**src/rtl/aligner_pkg.sv**
```systemverilog
package aligner_pkg;
  typedef enum logic [0:0] {
    ST_IDLE  = 1'b0,
    ST_SHIFT = 1'b1
  } align_state_e;
endpackage

```
**src/rtl/aligner_ctrl.sv**
```systemverilog
module aligner_ctrl
  import aligner_pkg::*;
#(
  parameter int LANES     = 16,
  parameter bit BYPASS_EN = 1'b1
) (
  input  logic                     clk_i,
  input  logic                     rst_ni,
  input  logic                     in_valid_i,
  input  logic [$clog2(LANES)-1:0] in_empty_i,
  output logic                     in_ready_o,
  output logic                     load_hi_o,
  output logic                     load_byp_o,
  output logic                     shift_o,
  output logic                     word_done_o
);
  localparam int CNT_W = $clog2(LANES + 1);

  align_state_e     state_q, state_d;
  logic [CNT_W-1:0] cnt_q, cnt_d;   // bytes in current output word
  logic [CNT_W-1:0] rem_q, rem_d;   // shifts left for current input word
  logic             done_q, done_d;
  logic             accept, fast, cnt_last;
  logic [CNT_W-1:0] n_valid;

  assign accept   = (state_q == ST_IDLE) && in_valid_i;
  assign n_valid  = CNT_W'(LANES) - CNT_W'(in_empty_i);
  assign cnt_last = (cnt_q == CNT_W'(LANES - 1));

  generate
    if (BYPASS_EN) begin : g_byp
      assign fast = accept && (in_empty_i == '0) && (cnt_q == '0);
    end else begin : g_nobyp
      assign fast = 1'b0;
    end
  endgenerate

  assign in_ready_o  = (state_q == ST_IDLE);
  assign load_hi_o   = accept && !fast;
  assign load_byp_o  = fast;
  assign shift_o     = (state_q == ST_SHIFT);
  assign word_done_o = done_q;

  always_comb begin
    state_d = state_q;
    cnt_d   = cnt_q;
    rem_d   = rem_q;
    done_d  = fast;
    unique case (state_q)
      ST_IDLE: begin
        if (accept && !fast) begin
          rem_d   = n_valid;
          state_d = ST_SHIFT;
        end
      end
      ST_SHIFT: begin
        rem_d = rem_q - CNT_W'(1);
        if (cnt_last) begin
          cnt_d  = '0;
          done_d = 1'b1;
        end else begin
          cnt_d = cnt_q + CNT_W'(1);
        end
        if (rem_q == CNT_W'(1)) state_d = ST_IDLE;
      end
      default: state_d = ST_IDLE;
    endcase
  end

  always_ff @(posedge clk_i or negedge rst_ni) begin
    if (!rst_ni) begin
      state_q <= ST_IDLE;
      cnt_q   <= '0;
      rem_q   <= '0;
      done_q  <= 1'b0;
    end else begin
      state_q <= state_d;
      cnt_q   <= cnt_d;
      rem_q   <= rem_d;
      done_q  <= done_d;
    end
  end
endmodule

```
**src/rtl/aligner_shreg.sv**
```systemverilog
module aligner_shreg #(
  parameter int LANES  = 16,
  parameter int BYTE_W = 8
) (
  input  logic                    clk_i,
  input  logic                    rst_ni,
  input  logic                    load_hi_i,
  input  logic                    load_byp_i,
  input  logic                    shift_i,
  input  logic [LANES*BYTE_W-1:0] in_data_i,
  output logic [LANES*BYTE_W-1:0] word_o
);
  localparam int POS = 2 * LANES;

  logic [BYTE_W-1:0] in_lane [LANES];
  logic [BYTE_W-1:0] sreg_q  [POS];
  logic [BYTE_W-1:0] sreg_d  [POS];

  generate
    for (genvar i = 0; i < LANES; i++) begin : g_lane
      assign in_lane[i]                 = in_data_i[i*BYTE_W +: BYTE_W];
      assign word_o[i*BYTE_W +: BYTE_W] = sreg_q[i];
    end
  endgenerate

  // fixed-position loads; each position sees at most one neighbour
  always_comb begin
    for (int p = 0; p < POS - 1; p++) begin
      sreg_d[p] = sreg_q[p];
      if (p < LANES) begin
        if (load_byp_i)   sreg_d[p] = in_lane[p];
        else if (shift_i) sreg_d[p] = sreg_q[p+1];
      end else begin
        if (load_hi_i)    sreg_d[p] = in_lane[p-LANES];
        else if (shift_i) sreg_d[p] = sreg_q[p+1];
      end
    end
    sreg_d[POS-1] = sreg_q[POS-1];
    if (load_hi_i)    sreg_d[POS-1] = in_lane[LANES-1];
    else if (shift_i) sreg_d[POS-1] = '0;
  end

  always_ff @(posedge clk_i or negedge rst_ni) begin
    if (!rst_ni) begin
      for (int p = 0; p < POS; p++) sreg_q[p] <= '0;
    end else begin
      for (int p = 0; p < POS; p++) sreg_q[p] <= sreg_d[p];
    end
  end
endmodule

```
**src/rtl/byte_aligner.sv**
```systemverilog
module byte_aligner #(
  parameter int LANES     = 16,
  parameter int BYTE_W    = 8,
  parameter bit BYPASS_EN = 1'b1
) (
  input  logic                     clk_i,
  input  logic                     rst_ni,
  input  logic                     in_valid_i,
  output logic                     in_ready_o,
  input  logic [LANES*BYTE_W-1:0]  in_data_i,
  input  logic [$clog2(LANES)-1:0] in_empty_i,
  output logic                     out_valid_o,
  output logic [LANES*BYTE_W-1:0]  out_data_o
);
  logic load_hi, load_byp, shift;

  aligner_ctrl #(
    .LANES    (LANES),
    .BYPASS_EN(BYPASS_EN)
  ) u_ctrl (
    .clk_i      (clk_i),
    .rst_ni     (rst_ni),
    .in_valid_i (in_valid_i),
    .in_empty_i (in_empty_i),
    .in_ready_o (in_ready_o),
    .load_hi_o  (load_hi),
    .load_byp_o (load_byp),
    .shift_o    (shift),
    .word_done_o(out_valid_o)
  );

  aligner_shreg #(
    .LANES (LANES),
    .BYTE_W(BYTE_W)
  ) u_shreg (
    .clk_i     (clk_i),
    .rst_ni    (rst_ni),
    .load_hi_i (load_hi),
    .load_byp_i(load_byp),
    .shift_i   (shift),
    .in_data_i (in_data_i),
    .word_o    (out_data_o)
  );
endmodule

```
**config.mk**
```make
export PLATFORM = sky130hd
export DESIGN_NAME = byte_aligner
export DESIGN_NICKNAME = d
export VERILOG_FILES = /design/src/rtl/aligner_pkg.sv /design/src/rtl/aligner_ctrl.sv /design/src/rtl/aligner_shreg.sv /design/src/rtl/byte_aligner.sv
export SDC_FILE = /design/constraint.sdc
export NUM_CORES = 1
export LEC_CHECK = 0
export BUFFER_PORTS_ARGS = -buffer_cell sky130_fd_sc_hd__buf_2
export CAP_MARGIN = 20
export CORE_MARGIN = 4
export CORE_UTILIZATION = 40
export CTS_CLUSTER_SIZE = 14
export DETAILED_ROUTE_END_ITERATION = 8
export SKIP_LAST_GASP = 1
export SYNTH_ARGS = -nofsm -noshare
export SYNTH_HDL_FRONTEND = slang
export SYNTH_SLANG_ARGS = --single-unit
```
**constraint.sdc**
```tcl
create_clock -name clk_i -period 3.5 [get_ports clk_i]
set_input_delay 0.7 -clock clk_i [delete_from_list [all_inputs] [get_ports clk_i]]
set_output_delay 0.7 -clock clk_i [all_outputs]
set_load 0.02 [all_outputs]
```
* Yosys cells after proc, flatten, opt, wreduce, memory -nomap -nowiden *
Index checks and enable logic that the tools add are counted.

operators by class
  add/sub/neg operators = 3
  eq/ne operators = 3
  mux-type cells = 72
  bitwise logic cells = 1
  reduce and logical (&&, ||, !) cells = 9

operator list
  kind                                                                number
  8-bit two-way mux                                                   64
  5-bit two-way mux                                                   2
  5-bit one-hot mux with 2 select lines                               1
  5-bit by 1-bit adder with 5-bit output, second input constant       1
  5-bit by 1-bit == test with 1-bit output, second input constant     1
  5-bit by 4-bit == test with 1-bit output, second input constant     1
  5-bit logical NOT                                                   1
  5-bit by 1-bit subtractor with 5-bit output, second input constant  1
  5-bit by 4-bit subtractor with 5-bit output, first input constant   1
  1-bit logical AND                                                   4
  4-bit logical NOT                                                   1
  1-bit two-way mux                                                   4
  2-bit nonzero test                                                  2
  2-bit by 1-bit != test with 1-bit output, second input constant     1
  1-bit one-hot mux with 2 select lines                               1
  1-bit logical NOT                                                   1
  1-bit NOT                                                           1

storage, ports and cells
  register bits after elaboration = 268
  output and inout bits = 130
  logic and storage cells = 124

* Depth between registers and ports, before layout *
  depth after elaboration = 8
  depth in mapped cells = 10
  mapped depth without buffers = 6

* Cells and area by module *
A second synthesis with hierarchy kept.

second synthesis, totals
  cells, all modules = 1304
  area, all modules = 13558.0 sq um

modules (own cells, without submodules)
  module         times used  cells an instance  area an instance (sq um)  sequential area each (sq um)
  aligner_shreg  1           1236               12852.3                   6406.1
  aligner_ctrl   1           68                 705.7                     300.3

* Least setup slack after synthesis *
Ideal clock, no wire load.

  path type = input to register
  start point = input in_empty_i[0]
  end point = register u_shreg.sreg_q (netlist bit u_shreg.word_o[0])
  arrival time = 2364 ps
  data required time = 3382 ps
  path slack = 1018 ps
  stages on the path = 8
  path buffers = 2
  cell sequence = inv_1 ha_1 or3b_2 nor4_4 buf_6 nor2_2 buf_4 a21o_1

between the ends
  longest elaborated chain between the ends = 4
  elaborated cells on any way between the ends = 5

RTL lines
  item                                                            RTL line             RTL
  start: declaration                                              byte_aligner.sv:11   input logic [$clog2(LANES)-1:0] in_empty_i,
  4-bit logical NOT *                                             aligner_ctrl.sv:32   assign fast = accept && (in_empty_i == '0) && (cnt_q == '0);
  1-bit logical AND * (2 in a row)                                aligner_ctrl.sv:32
  8-bit two-way mux / 2-bit nonzero test (equally long branches)  --
  end: declaration                                                aligner_shreg.sv:16  logic [BYTE_W-1:0] sreg_q [POS];

Mark *: on every way between the ends. The rest lies on a longest branch, timed or not.
A chain may end at the register's enable or synchronous reset.

* Worst setup path in the final report *
  start point = register u_ctrl.state_q, in the netlist u_ctrl.shift_o
  end point = output in_ready_o

between the ends
  longest elaborated chain between the ends = 1

RTL lines
  item                      RTL line            RTL
  start: declaration        aligner_ctrl.sv:19  align_state_e state_q, state_d;
  start signal: assignment  aligner_ctrl.sv:77  state_q <= state_d;
  1-bit NOT                 aligner_ctrl.sv:38  assign in_ready_o = (state_q == ST_IDLE);
  end: declaration          byte_aligner.sv:9   output logic in_ready_o,

No other way between the ends.

==> key figures <==
CTS
  • Clock latency on the worst-skew pair: 0.55 ns
  • CTS Sinks: 268
  • CTS H-Tree Depth: 1
  • Clock buffer depth: 3
  • Setup bufs post-CTS: 0
  • Clk slew on worst S/H paths: 0.06 ns
  • Post-CTS Hold Buffers: 0
  • CTS tree: yes
  • Post_cts resized: 0
  • Clock Root Buffer: clkbuf_16
  • Cts bufs inserted: 30

Synthesis
  • Gate Count Post-Synth: 1171
  • Top cell type's share of synthesized area: 51.59%
  • Register bit total from synthesis: 268
  • Synth Warn #: 0
  • Area leader, netlist: dfrtp_1
  • EDFF count, synth: 0
  • Mapped Area: 13000 um^2
  • Synth cell types: 41
  • Fraction of registers with async set/reset: 100.0%
  • Synth Area per Inst: 11.10 um^2
  • Sequential area share after synthesis: 51.59%
  • Ys flop type: dfrtp_1
  • Syn Nets: 1311
  • Synth area leaders: dfrtp_1, a22o_1, mux2i_1

Detailed routing
  • Drt total wl: 34.08 mm
  • Via count: 9228
  • Drt pass-1 iters: 4
  • Iter 0 DRT Violations: 704
  • Routed wire per std cell: 19.66 um
  • Drt drc: 0
  • Final ANT Viol Nets: 0
  • Max layer used: met5
  • Routed wl met2: 15.48 mm
  • Met3 WL: 2.224 mm
  • Vias/cell: 5.325
  • Met1 WL: 15.77 mm

GRT
  • GR Overflow Total: 0
  • Initial antenna violation count: 3
  • Vias in the first global route: 9162
  • GRT Overall Usage: 18.57%
  • Pin count of the biggest net entering global routing: 136
  • First-pass GRT wire length: 53.63 mm

Floorplan
  • Core Footprint: 31800 um^2
  • Die Ht: 188.3 um
  • Die area: 35450 um^2
  • Die width: 188.3 um
  • IO Pins: 265
  • Num rows: 65
  • Starting Density: 40.88%

STA
  • Final hold viol count: 0
  • Worst-Margin Slew: 1.034 ns
  • Fmax: 363.7 MHz
  • Final setup TNS: 0 ns
  • Max-slew violations: 0
  • Hold Slack: 0.1554 ns
  • Clock Skew: 0.01408 ns
  • RSZ-0062 raised after global routing: no
  • Crit path time final: 2.750 ns
  • Slew margin rel.: 31.06%
  • Period utilization: 78.56%
  • Setup Viol. Count Final: 0

Placed design
  • Routability-driven placement congestion ratio: 0.7744
  • Quantity of I/O buffers inserted on ports: 264
  • DP Wirelength: 23.33 mm

Finish
  • Most frequent cells in the layout: dfrtp_1, buf_2, a22o_1, a21o_1, nand2_1
  • Commonest non-fill, non-tap cell in the layout: dfrtp_1
  • Fillers: 2994
  • Synth-to-Final Area Change: 13.39%
  • Layout Nets: 1413
  • Share of layout cells above drive strength 1: 26.60%

Critical path
  • Cells along the critical path: clkinv_1 > buf_2
  • Req. time, crit path: 2.80 ns
  • Worst EP arrival: 2.05 ns
  • CP endpoint kind: output port
  • CP max-delay cell: dfrtp_4
  • Max stage delay on crit path: 0.59 ns
  • Setup crit end: in_ready_o
  • RR Endpoint: u_shreg.sreg_q[124]
  • Worst r2r src: u_ctrl.cnt_q[0]
  • R2R Setup Slk: 1.15 ns
  • Worst-path fanout max: 17
  • Worst Reg2Reg Path Length in Cells: 7
  • Crit. Startpoint: u_ctrl.shift_o
  • CP Class: flip-flop to output port
  • Startpoint Class: flip-flop

Run status
  • Outcome: complete, no violations

Pwr
  • P_int: 9.283 mW
  • Sw Ratio: 38.07%
  • Pwr/cell area: 1017 nW/um^2
  • Psw: 5.707 mW
  • Reg power frac: 38.7%
  • Max VDD drop: 0.6531 mV
  • Power share of the clock group: 22.3%
  • Logic pwr share: 39.0%
  • Leak pwr: 8.180 nW

Flow run
  • Max Cap Viol: 0

Hold path
  • Worst Hold Class: input port to asynchronous set/reset pin
[registers in the layout, indices dropped and copies added, names as in the netlist]
register and count:
u_ctrl.cnt_q 5, u_ctrl.rem_q 5, u_ctrl.shift_o 1, u_ctrl.word_done_o 1
u_shreg.sreg_q 128, u_shreg.word_o 128
[power groups by stage]
stage / logic (mW) / registers [mW] / clock network (mW)
global placement: 5.79 / 5.85 / 0
floorplan: 5.46 / 5.28 / 0
finish: 5.85 / 5.80 / 3.35
global route: 6.40 / 5.99 / 3.58
CTS: 5.93 / 5.82 / 3.44
detailed placement: 5.91 / 5.86 / 0
[worst min path at each step]
stage	to
final	u_shreg.sreg_q[84]
after global routing	u_shreg.word_o[41]
after CTS	u_shreg.word_o[49]
after detailed placement	u_shreg.word_o[2]
after global placement	u_shreg.word_o[2]
after floorplan	u_ctrl.cnt_q[0]
[per-stage QoR]
| step | setup WS [ns] | instance area [um^2] | utilization, % | instances | power [mW] |
|---|---|---|---|---|---|
| 2_1_floorplan | 1.018 | 13000 | - | 1171 | 10.74 |
| 3_3_place_gp | 0.6736 | 13670 | 42.98 | 1676 | 11.64 |
| 3_5_place_dp | 0.6337 | 13670 | 42.98 | 1676 | 11.77 |
| 4_1_cts | 0.7106 | 14740 | 46.35 | 1732 | 15.18 |
| 5_1_grt | 0.5986 | 14740 | 46.35 | 1732 | 15.97 |
| 6_report | 0.7505 | 14740 | 46.35 | 1733 | 14.99 |
[area by class of cell]
type / count / area, um^2 / share of cell area [%]
repair buffers: 283 / 1574 / 10.68
clock buffers: 41 / 882.1 / 5.984
flip-flops and latches: 268 / 6710 / 45.52
clock inverters: 15 / 188.9 / 1.282
multi-input cells: 682 / 4808 / 32.62
inverters: 8 / 30.03 / 0.2037
diodes: 1 / 2.502 / 0.01698
well taps: 435 / 544.3 / 3.692
[synthesized netlist by cell type, types with 2 or more instances]
library cell and n:
nor3_1 2, o21ai_0 37, buf_2 10, nand2_1 129, buf_6 17, xor2_1 3
xnor2_1 3, o211ai_1 2, a22o_1 138, nand4_1 2, ha_1 5, inv_1 7
buf_4 139, buf_1 4, o21ai_1 86, nand3_1 2, mux2i_1 111, nor2_1 5
a21o_1 138, and2_1 2, dfrtp_1 268, clkbuf_1 42
[critical path, delay by kind of cell (launching register included)]
family,cells,cell delay (ns)
flops,1,0.59
buf+inv,2,0.91
[metal layers]
layer,global-route usage (%),vias up
li1,-,4260
met1,27.38,4639
met2,28.75,277
met3,4.039,46
met4,3.134,6
met5,0,-
[kinds of logic (layout without fill, tap and decap cells)]
| kind of cell | Yosys count | after routing | synth area share (%) |
|---|---|---|---|
| fa+ha+maj | 5 | 5 | 0.4812 |
| mux | 111 | 111 | 8.547 |
| other cells | 0 | 1 | 0 |
| flops | 268 | 268 | 51.59 |
| simple gates | 153 | 153 | 5.034 |
| buf+inv | 221 | 347 | 11.48 |
| xor+xnor | 6 | 6 | 0.4043 |
| compound gates | 407 | 407 | 22.46 |
(Power assumes the default switching activity.)
